## src/rtl/interval_timer_pkg.sv

```systemverilog
package interval_timer_pkg;

  typedef enum logic [1:0] {
    SEL_SCALE  = 2'd0,
    SEL_PERIOD = 2'd1,
    SEL_COUNT  = 2'd2,
    SEL_NONE   = 2'd3
  } regSel_e;

  // strobes from the control to the datapath
  typedef struct packed {
    logic tick;
    logic loadCount;
    logic reloadCount;
    logic decCount;
  } ctrlStrobe_t;

endpackage

```

## src/rtl/interval_timer_ctrl.sv

```systemverilog
module interval_timer_ctrl
  import interval_timer_pkg::*;
#(
  parameter int SCALE_W = 8
) (
  input  logic               clk,
  input  logic               rst_n,
  input  logic               enable,
  input  logic               wrCount,
  input  logic               countIsZero,
  input  logic [SCALE_W-1:0] scaleVal,
  output ctrlStrobe_t        strobe,
  output logic               irq
);

  logic [SCALE_W-1:0] prescaler;
  logic               preExpired;

  assign preExpired = (prescaler == '0);

  always_comb begin
    strobe             = '0;
    strobe.tick        = enable && preExpired;
    strobe.loadCount   = wrCount;
    strobe.reloadCount = strobe.tick && countIsZero && !wrCount;
    strobe.decCount    = strobe.tick && !countIsZero && !wrCount;
  end

  // first stage: reload from the scale register on expiry
  always_ff @(posedge clk or negedge rst_n) begin
    if (!rst_n) begin
      prescaler <= '0;
    end else if (enable) begin
      if (preExpired) prescaler <= scaleVal;
      else            prescaler <= prescaler - 1'b1;
    end
  end

  always_ff @(posedge clk or negedge rst_n) begin
    if (!rst_n) irq <= 1'b0;
    else        irq <= strobe.reloadCount;
  end

endmodule

```

## src/rtl/interval_timer_datapath.sv

```systemverilog
module interval_timer_datapath
  import interval_timer_pkg::*;
#(
  parameter int SCALE_W = 8,
  parameter int COUNT_W = 16
) (
  input  logic               clk,
  input  logic               rst_n,
  input  logic               wrEn,
  input  regSel_e            wrSel,
  input  logic [COUNT_W-1:0] wrData,
  input  ctrlStrobe_t        strobe,
  output logic [SCALE_W-1:0] scaleVal,
  output logic [COUNT_W-1:0] countVal,
  output logic               countIsZero
);

  logic [COUNT_W-1:0] periodReg;

  always_ff @(posedge clk or negedge rst_n) begin
    if (!rst_n) begin
      scaleVal  <= '0;
      periodReg <= '0;
    end else if (wrEn) begin
      case (wrSel)
        SEL_SCALE:  scaleVal  <= wrData[SCALE_W-1:0];
        SEL_PERIOD: periodReg <= wrData;
        default:    ;
      endcase
    end
  end

  // second stage: the direct load wins over the tick actions
  always_ff @(posedge clk or negedge rst_n) begin
    if (!rst_n)                  countVal <= '0;
    else if (strobe.loadCount)   countVal <= wrData;
    else if (strobe.reloadCount) countVal <= periodReg;
    else if (strobe.decCount)    countVal <= countVal - 1'b1;
  end

  assign countIsZero = (countVal == '0);

endmodule

```

## src/rtl/interval_timer.sv

```systemverilog
module interval_timer
  import interval_timer_pkg::*;
#(
  parameter int SCALE_W = 8,
  parameter int COUNT_W = 16,
  localparam int SEL_W  = 2
) (
  input  logic               clk,
  input  logic               rst_n,
  input  logic               enable,
  input  logic               wrEn,
  input  logic [SEL_W-1:0]   wrSel,
  input  logic [COUNT_W-1:0] wrData,
  output logic [COUNT_W-1:0] countOut,
  output logic               irq
);

  ctrlStrobe_t        strobe;
  logic [SCALE_W-1:0] scaleVal;
  logic               countIsZero;
  logic               wrCount;
  regSel_e            selDec;

  assign selDec  = regSel_e'(wrSel);
  assign wrCount = wrEn && (selDec == SEL_COUNT);

  interval_timer_ctrl #(.SCALE_W(SCALE_W)) ctrl (
    .clk(clk), .rst_n(rst_n), .enable(enable), .wrCount(wrCount),
    .countIsZero(countIsZero), .scaleVal(scaleVal),
    .strobe(strobe), .irq(irq)
  );

  interval_timer_datapath #(.SCALE_W(SCALE_W), .COUNT_W(COUNT_W)) dpath (
    .clk(clk), .rst_n(rst_n), .wrEn(wrEn), .wrSel(selDec), .wrData(wrData),
    .strobe(strobe), .scaleVal(scaleVal), .countVal(countOut),
    .countIsZero(countIsZero)
  );

endmodule

```

## config.mk

```make
export PLATFORM = sky130hd
export DESIGN_NAME = interval_timer
export DESIGN_NICKNAME = d
export VERILOG_FILES = /design/src/rtl/interval_timer_pkg.sv /design/src/rtl/interval_timer_ctrl.sv /design/src/rtl/interval_timer_datapath.sv /design/src/rtl/interval_timer.sv
export SDC_FILE = /design/constraint.sdc
export NUM_CORES = 1
export LEC_CHECK = 0
export CORE_MARGIN = 2
export CORE_UTILIZATION = 55
export CTS_BUF_LIST = sky130_fd_sc_hd__clkbuf_4
export CTS_CLUSTER_DIAMETER = 150
export CTS_CLUSTER_SIZE = 8
export DETAILED_ROUTE_END_ITERATION = 6
export PLACE_DENSITY_LB_ADDON = 0.05
export SYNTH_ARGS = -nofsm -noshare
export SYNTH_HDL_FRONTEND = slang
export SYNTH_SLANG_ARGS = --single-unit
```

## constraint.sdc

```tcl
create_clock -name clk -period 4.49 [get_ports clk]
set_input_delay 0.6735 -clock clk [delete_from_list [all_inputs] [get_ports clk]]
set_output_delay 0.6735 -clock clk [all_outputs]
set_load 0.1 [all_outputs]
```

# Word-level counts from Yosys, hierarchy flattened
# Cells that the tools add are included.
[totals]
ff_bits = 49
input_bits = 22
[classes]
n_eq_ne = 2
reduce_logical = 14
addsub = 2
n_mux = 4
[op_table]
columns = ["op", "count"]
rows = [
  ["two-way mux 16 bit", 3],
  ["logical NOT 16 bit", 1],
  ["subtractor 16 x 1 -> 16 bit (second input constant)", 1],
  ["logical NOT 8 bit", 1],
  ["two-way mux 8 bit", 1],
  ["subtractor 8 x 1 -> 8 bit (second input constant)", 1],
  ["logical AND 1 bit", 6],
  ["AND reduction 2 bit", 2],
  ["nonzero test 3 bit", 1],
  ["equality test 2 x 1 -> 1 bit (second input constant)", 1],
  ["equality test 2 bit (second input constant)", 1],
  ["logical NOT 1 bit", 2],
  ["logical NOT 2 bit", 1],
]

# Depth between registers and ports, before layout
# Gate-level depths: netlist of run 1.
[depth]
ltp_word = 7
mapped_depth = 8
mapped_depth_nobuf = 7

# Hierarchy
# A second synthesis of run 1 with hierarchy kept.
[hier_totals]
hier_cells = 248
hier_area_um2 = 2651.3
[by_module_without_submodules]
columns = ["module", "area_per_inst_um2", "cells_per_inst", "seq_area_each_um2", "instances"]
rows = [
  ["interval_timer_datapath", 2043.2, 184, 1001.0, 1],
  ["interval_timer_ctrl", 599.3, 63, 225.2, 1],
  ["interval_timer", 8.8, 1, 0.0, 1],
]

# Least setup slack after synthesis of run 1
# Ideal clock, no wire load.
[synth_path]
path_kind = "register -> register"
start = "register dpath.countVal[0]"
end = "register dpath.countVal[2]"
n_path_buf = 1
setup_slack_ps = 2118
synth_period_minus_slack_ps = 2372
setup_ps = 127
t_arrival_ps = 2245
required_ps = 4363
path_stages_with_launch = 9
path_cell_list = "dfrtp_1 inv_1 ha_1 nor4b_1 nand4_2 clkbuf_1 nand3_1 o21ai_1 o22ai_2"
[synth_via]
elab_chain_cells = 5
elab_cells_between_ends = 11
cone_classes = "add/sub: 1; mux: 3; reduce/logical: 7"
[synth_lines]
columns = ["element", "line_no", "source"]
rows = [
  ["start, declared", "interval_timer_datapath.sv:14", "output logic [COUNT_W-1:0] countVal,"],
  ["start signal, assigned", "interval_timer_datapath.sv:36", "else if (strobe.loadCount) countVal <= wrData;"],
  ["start signal, assigned", "interval_timer_datapath.sv:37", "else if (strobe.reloadCount) countVal <= periodReg;"],
  ["start signal, assigned", "interval_timer_datapath.sv:38", "else if (strobe.decCount) countVal <= countVal - 1'b1;"],
  ["branches (longest 5 deep; another with subtractor 16 x 1 -> 16 bit)", "-", ""],
]
# Several ways; the timed one is not identified. The select of a mux whose other input is x is not followed.
# A chain may end at the register's enable or synchronous reset.

# Worst setup path in the final report of run 1
[layout_path]
start = "register dpath.countVal[7]"
end = "output port countOut[7]"
[layout_rtl]
columns = ["element", "line_no", "source"]
rows = [
  ["end, declared", "interval_timer.sv:14", "output logic [COUNT_W-1:0] countOut,"],
]
# No word-level cell between the ends.

==> results by group, run 1 <==
Finish
  – Area grow syn2layout: 17.3%
  – Fillers: 378
  – Final instance area: 3130 um^2
  – Finished Layout Cells: 347
  – Nets: 318
  – Register Area: 1230 um^2
  – Fraction of layout cells with a size suffix above 1: 17.7%
  – Multi-input gate area: 1370 um^2
  – Ant. Diodes: 0

Logic synthesis
  – Mapped Area: 2670 um^2
  – Distinct cells, synth: 48
  – Avg Cell Area, Syn: 10.5 um^2
  – Async set-reset flop share out of synthesis: 100%
  – Post-synth EDFFs: 0
  – Post-synthesis register bit count: 49
  – Sequential area share after synthesis: 46.0%
  – Yosys warns: 0
  – Post-Synthesis Cells: 255
  – Top FF cell, synth: dfrtp_1
  – Syn Nets: 281

Detailed routing
  – Drt wl/cell: 17.0 um
  – Drt drc: 0
  – First drt pass iteration count: 4
  – Final antenna-violating net count: 0
  – Via count: 2077
  – Via density per instance: 5.99
  – Detailed Route WL: 5900 um
  – 1st-iter DRT viols: 116

Place
  – Placement Setup Slack: 1.79 ns
  – Dpl hpwl: 4080 um
  – Number of I/O port buffers: 38
  – Placed cells: 339
  – RD Place Congestion: 0.814
  – Placed Area: 3070 um^2

Setup path
  – Register-to-register setup slack: 1.94 ns
  – Max stage delay on crit path: 1.19 ns
  – Setup crit end kind: output pin
  – Critical path buffer and inverter count: 1
  – Worst r2r src: dpath.countVal[5]
  – CP cell instances: clkdlybuf4s50_1
  – Critical setup path kind: flop to output pin
  – Top delay family on crit path: buffers and inverters
  – Arrival time at the worst endpoint: 2.10 ns
  – WP data required: 3.82 ns
  – Crit start category: flop
  – R2R Path End: dpath.countVal[0]
  – Critical-path top delay cell: clkdlybuf4s50_1
  – Worst R2R Path Depth: 5
  – Crit-path max FO: 7

STA
  – Worst Tran Pin Value: 1.11 ns
  – Clock skew: 0.0104 ns
  – Slew HR: 26.2%
  – Fin crit share: 61.8%
  – RSZ-0062 raised after global routing: false
  – Min Tclk post-route: 2.78 ns
  – Count of final max-slew check failures: 0
  – Fmax: 360 MHz
  – Final worst slack: 1.72 ns
  – Hold Fails Final Rpt: 0
  – Fin Setup TNS: 0 ns
  – Setup violators final: 0

Job
  – Max Cap Violations: 0

CTS
  – Clock root buffer master: clkbuf_4
  – Maximum clock path buffer count: 2
  – CTS tree: done
  – Inserted Clock Buffers: 5
  – CTS Hold Buffers Added: 0
  – Setup Fix Bufs, Post-CTS: 0
  – Worst skew pair latency: 0.37 ns
  – Clk sink count: 49
  – Htree depth: 2
  – Post-CTS Resized: 0
  – Clock transition at the registers of the reported paths: 0.15 ns

Floorplanning
  – I/O Pins: 39
  – Die outline height: 73.6 um
  – Starting Density: 56.9%
  – Core Footprint: 4690 um^2
  – Site Rows: 25
  – Die ar.: 5420 um^2
  – Die span in x: 73.6 um

Global routing
  – Largest net degree at the start of global routing: 50
  – GR Util All Layers: 23.8%
  – Vias in the first global route: 2086
  – First-pass GRT wire length: 9910 um
  – Global route overflow: 0
  – Initial antenna violation count: 0

Power and ir drop
  – Power per cell area: 548 nW/um^2
  – Worst VDD drop: 0.000346 V
  – LEAKAGE: 1.30 nW
  – Total Power: 1.72 mW

Min path
  – Worst Hold Class: input pin to async pin

Status
  – Status: completed
## state kept, by name (all words and copies together) (netlist names)
name / flops
dpath.countVal: 16
ctrl.prescaler: 8
ctrl.irq: 1
dpath.periodReg: 16
dpath.scaleVal: 8
## worst max-delay path by stage
stage,from,endpoint,slack [ns],cells after the start
global placement,enable,dpath.countVal[12],1.85,5
floorplan,dpath.countVal[0],dpath.countVal[2],2.12,8
detailed placement,enable,dpath.countVal[12],1.79,5
CTS,dpath.countVal[7],countOut[7],1.70,1
finish,dpath.countVal[7],countOut[7],1.72,1
global route,dpath.countVal[7],countOut[7],1.65,1
## logic make-up (layout without fill, tap and decap cells)
kind of cell | count (synthesis) | in the layout | share of synthesized area (%)
fa+ha+maj | 4 | 4 | 1.88
mux | 30 | 30 | 12.4
buf+inv | 16 | 54 | 2.63
simple gates | 89 | 89 | 19.4
xor+xnor | 9 | 9 | 2.96
flops | 49 | 49 | 46.0
compound gates | 58 | 58 | 14.8
## cell usage in the layout, fill, tap and decap left out, types with 6 or more instances in the layout
cell and count:
o21ai_0 10, nand2b_1 6, clkdlybuf4s50_1 37, nor2_1 18, mux2i_1 6, nor3_1 9, a21oi_1 13, nand3_1 12
inv_1 7, dfrtp_1 49, xnor2_1 9, nand2_1 17, mux2_2 24, o21ai_1 6
## synth_stat cells (3+ instances only)
cell type	number	area [um^2]
dfrtp_1	49	1230
mux2_2	24	270
nor2_1	18	67.6
nand2_1	17	63.8
a21oi_1	13	65.1
nand3_1	12	60.1
o21ai_0	10	50.1
nor3_1	9	45.0
xnor2_1	9	78.8
inv_1	7	26.3
clkbuf_1	6	22.5
mux2i_1	6	60.1
nand2b_1	6	37.5
o21ai_1	6	30.0
o22ai_1	5	31.3
o22ai_2	5	62.6
and3_1	4	25.0
ha_1	4	50.1
o211ai_1	4	30.0
nor4_1	3	18.8
## layout make-up
type,instances,share of cell area [%]
Timing Repair Buffer,39,12.2
Multi-Input combinational cell,190,43.8
Tap cell,54,2.16
Inverter,7,0.840
Sequential cell,49,39.2
Clock buffer,5,1.20
Clock inverter,3,0.560
## report_power, final
group / switching, mW / total (mW) / internal (mW) / leakage (nW)
registers: 0.144 / 0.703 / 0.558 / 0.580
clock network: 0.147 / 0.207 / 0.0594 / 0.0310
logic: 0.533 / 0.806 / 0.273 / 0.690
## per-layer routing
metal / part of all wire, % / vias up / track usage (%) / routed length (um)
li1: - / 1010 / - / -
met1: 47 / 1012 / 32.1 / 2750
met2: 48 / 47 / 38.2 / 2840
met3: 4.0 / 8 / 5.62 / 234
met4: 1.2 / 0 / 6.87 / 72
met5: 0 / - / 0 / 0
## metrics by stage
stage | hold slack, ns | util [%]
floorplan | 0.378 | -
global placement | 0.488 | 65.5
detailed placement | 0.495 | 65.5
CTS | 0.528 | 66.7
global route | 0.550 | 66.7
finish | 0.488 | 66.7
Note: power is estimated with default switching activity, not from simulation.
==> run 2, diff against run 1 <==
clock period = 2.85 ns   (was 4.49 ns; I/O delays follow)
==> run 2 against run 1 <==
Net effect:
- worst hold slack better by 0.015 ns
- sequential share of layout area down 0.094 points
- largest cell class unchanged
- critical endpoint is now dpath.countVal[5]
- non-clock buffer count grew 7
- die area is the same
==> results by group, run 2 (synthesis results as in run 1) <==
Floorplanning
  – I/O Pins: 39 (unchanged)
  – Core Footprint: 4690 um^2 (unchanged)
  – Die ar.: 5420 um^2 (unchanged)
  – Site Rows: 25 (unchanged)
  – Die span in x: 73.6 um (unchanged)
  – Starting Density: 56.9% (unchanged)
  – Die outline height: 73.6 um (unchanged)

Place
  – Placed Area: 3080 um^2 (about the same)
  – RD Place Congestion: 0.808 (-0.74%)
  – Dpl hpwl: 4310 um (+5.7%)
  – Placed cells: 345 (+1.8%)
  – Number of I/O port buffers: 38 (unchanged)
  – Placement Setup Slack: 0.529 ns (-1.26 ns)

Job
  – Max Cap Violations: 0 (unchanged)

Detailed routing
  – Drt drc: 0 (unchanged)
  – Detailed Route WL: 6040 um (+2.4%)
  – Via density per instance: 5.95 (-0.51%)
  – Drt wl/cell: 17.1 um (+0.40%)
  – First drt pass iteration count: 4 (unchanged)
  – Final antenna-violating net count: 0 (unchanged)
  – Via count: 2108 (+1.5%)
  – 1st-iter DRT viols: 58 (-50%)

Power and ir drop
  – Total Power: 2.67 mW (+56%)
  – Worst VDD drop: 0.000611 V (+77%)
  – Power per cell area: 852 nW/um^2 (+55%)
  – LEAKAGE: 1.35 nW (+3.6%)

Setup path
  – Setup crit end kind: flop
  – Crit start category: flop
  – Crit-path max FO: 17 (+10)
  – WP data required: 3.10 ns (-0.72 ns)
  – Critical setup path kind: flop to flop
  – Arrival time at the worst endpoint: 2.42 ns (+0.32 ns)
  – Register-to-register setup slack: 0.68 ns (-1.26 ns)

Global routing
  – Largest net degree at the start of global routing: 32 (-36%)
  – Vias in the first global route: 2062 (-1.2%)
  – Initial antenna violation count: 0 (unchanged)
  – M1 GR Usage: 33.9% (+1.8 points)
  – Gr busiest metal: met2
  – First-pass GRT wire length: 9980 um (+0.70%)
  – GR Util All Layers: 24.2% (+0.42 points)
  – Met3 Usage GRT: 3.29% (-2.3 points)
  – Global route overflow: 0 (unchanged)
  – GR Layer Usage met2: 39.2% (+0.99 points)

Finish
  – Area grow syn2layout: 17.6%
  – Finished Layout Cells: 354 (+2.0%)
  – Register Area: 1230 um^2 (unchanged)
  – Nets: 325 (+2.2%)
  – Fraction of layout cells with a size suffix above 1: 24.3% (+6.6 points)
  – Leading cell types in the layout, fill and taps excluded: dfrtp_1, mux2_2, buf_4
  – Commonest non-fill, non-tap cell in the layout: dfrtp_1
  – Top Registers: dpath.countVal: 16 flops, dpath.periodReg: 16 flops
  – Fillers: 399 (+5.6%)
  – Multi-input gate area: 1370 um^2 (unchanged)
  – Final instance area: 3140 um^2 (+0.24%)
  – Fin util: 66.9% (+0.16 points)
  – Ant. Diodes: 0 (unchanged)

STA
  – Slew HR: 51.8% (+26 points)
  – Clock skew: 0.0139 ns (+0.00353 ns)
  – Hold Fails Final Rpt: 0 (unchanged)
  – Final worst slack: 0.683 ns (-1.03 ns)
  – Min Tclk post-route: 2.17 ns
  – Worst Tran Pin Value: 0.720 ns (-0.387 ns)
  – Count of final max-slew check failures: 0 (unchanged)
  – RSZ-0062 raised after global routing: false
  – Hold WS: 0.503 ns (+0.0148 ns)
  – Setup violators final: 0 (unchanged)
  – Fin Setup TNS: 0 ns (unchanged)
  – Fmax: 461 MHz
  – Fin crit share: 76.0%

CTS
  – Maximum clock path buffer count: 2 (unchanged)
  – Clock root buffer master: clkbuf_4
  – Clk sink count: 49 (unchanged)
  – CTS tree: done
  – Htree depth: 2 (unchanged)
  – Clock transition at the registers of the reported paths: 0.15 ns (about the same)
  – Worst skew pair latency: 0.37 ns (about the same)
  – Inserted Clock Buffers: 5 (unchanged)

Min path
  – Worst Hold Class: input pin to async pin

Status
  – Status: completed
## run 2: metal layers
metal  up-vias  share of wire, %
li1       1032                 -
met1      1021                47
met2        48                48
met3         7               3.4
met4         0               1.3
met5         -                 0
## run 2: area by class of cell
cell class                      count  area share (%)
Multi-Input combinational cell    190            43.7
Inverter                            7           0.838
Clock inverter                      3           0.399
Tap cell                           54            2.15
Clock buffer                        5            1.20
Timing Repair Buffer               46            12.6
Sequential cell                    49            39.1
## run 2: what timing repair did
action | 4_1_cts | 5_1_grt
resized for setup | 0 | 0
endpoints found under the hold margin | 18 | 0
hold buffers | 1 | 0
setup buffers | 0 | 0
## run 2: worst max-delay path: stages (launching register included)
cell	delay [ns]
dfrtp_1	0.41
inv_1	0.11
ha_1	0.18
or3b_2	0.51
nor3_4	0.29
nand2_4	0.22
nor3_1	0.27
a211oi_2	0.07
## run 2: path summary, 6_finish.rpt
kind	start	to	depth (start not counted)
worst max-delay path	ctrl.prescaler[0]	dpath.countVal[5]	7
worst min-delay path	rst_n	dpath.periodReg[11]	2
worst max register to register	ctrl.prescaler[0]	dpath.countVal[5]	7
worst min register to register	dpath.scaleVal[4]	ctrl.prescaler[4]	1
max in group asynchronous	rst_n	dpath.periodReg[4]	3
min in group clk	dpath.scaleVal[4]	ctrl.prescaler[4]	1
## run 2: where the power goes
part           switching, mW  internal (mW)
Combinational          0.845          0.412
Clock                  0.218         0.0898
Sequential             0.227          0.880
Total                   1.29           1.38
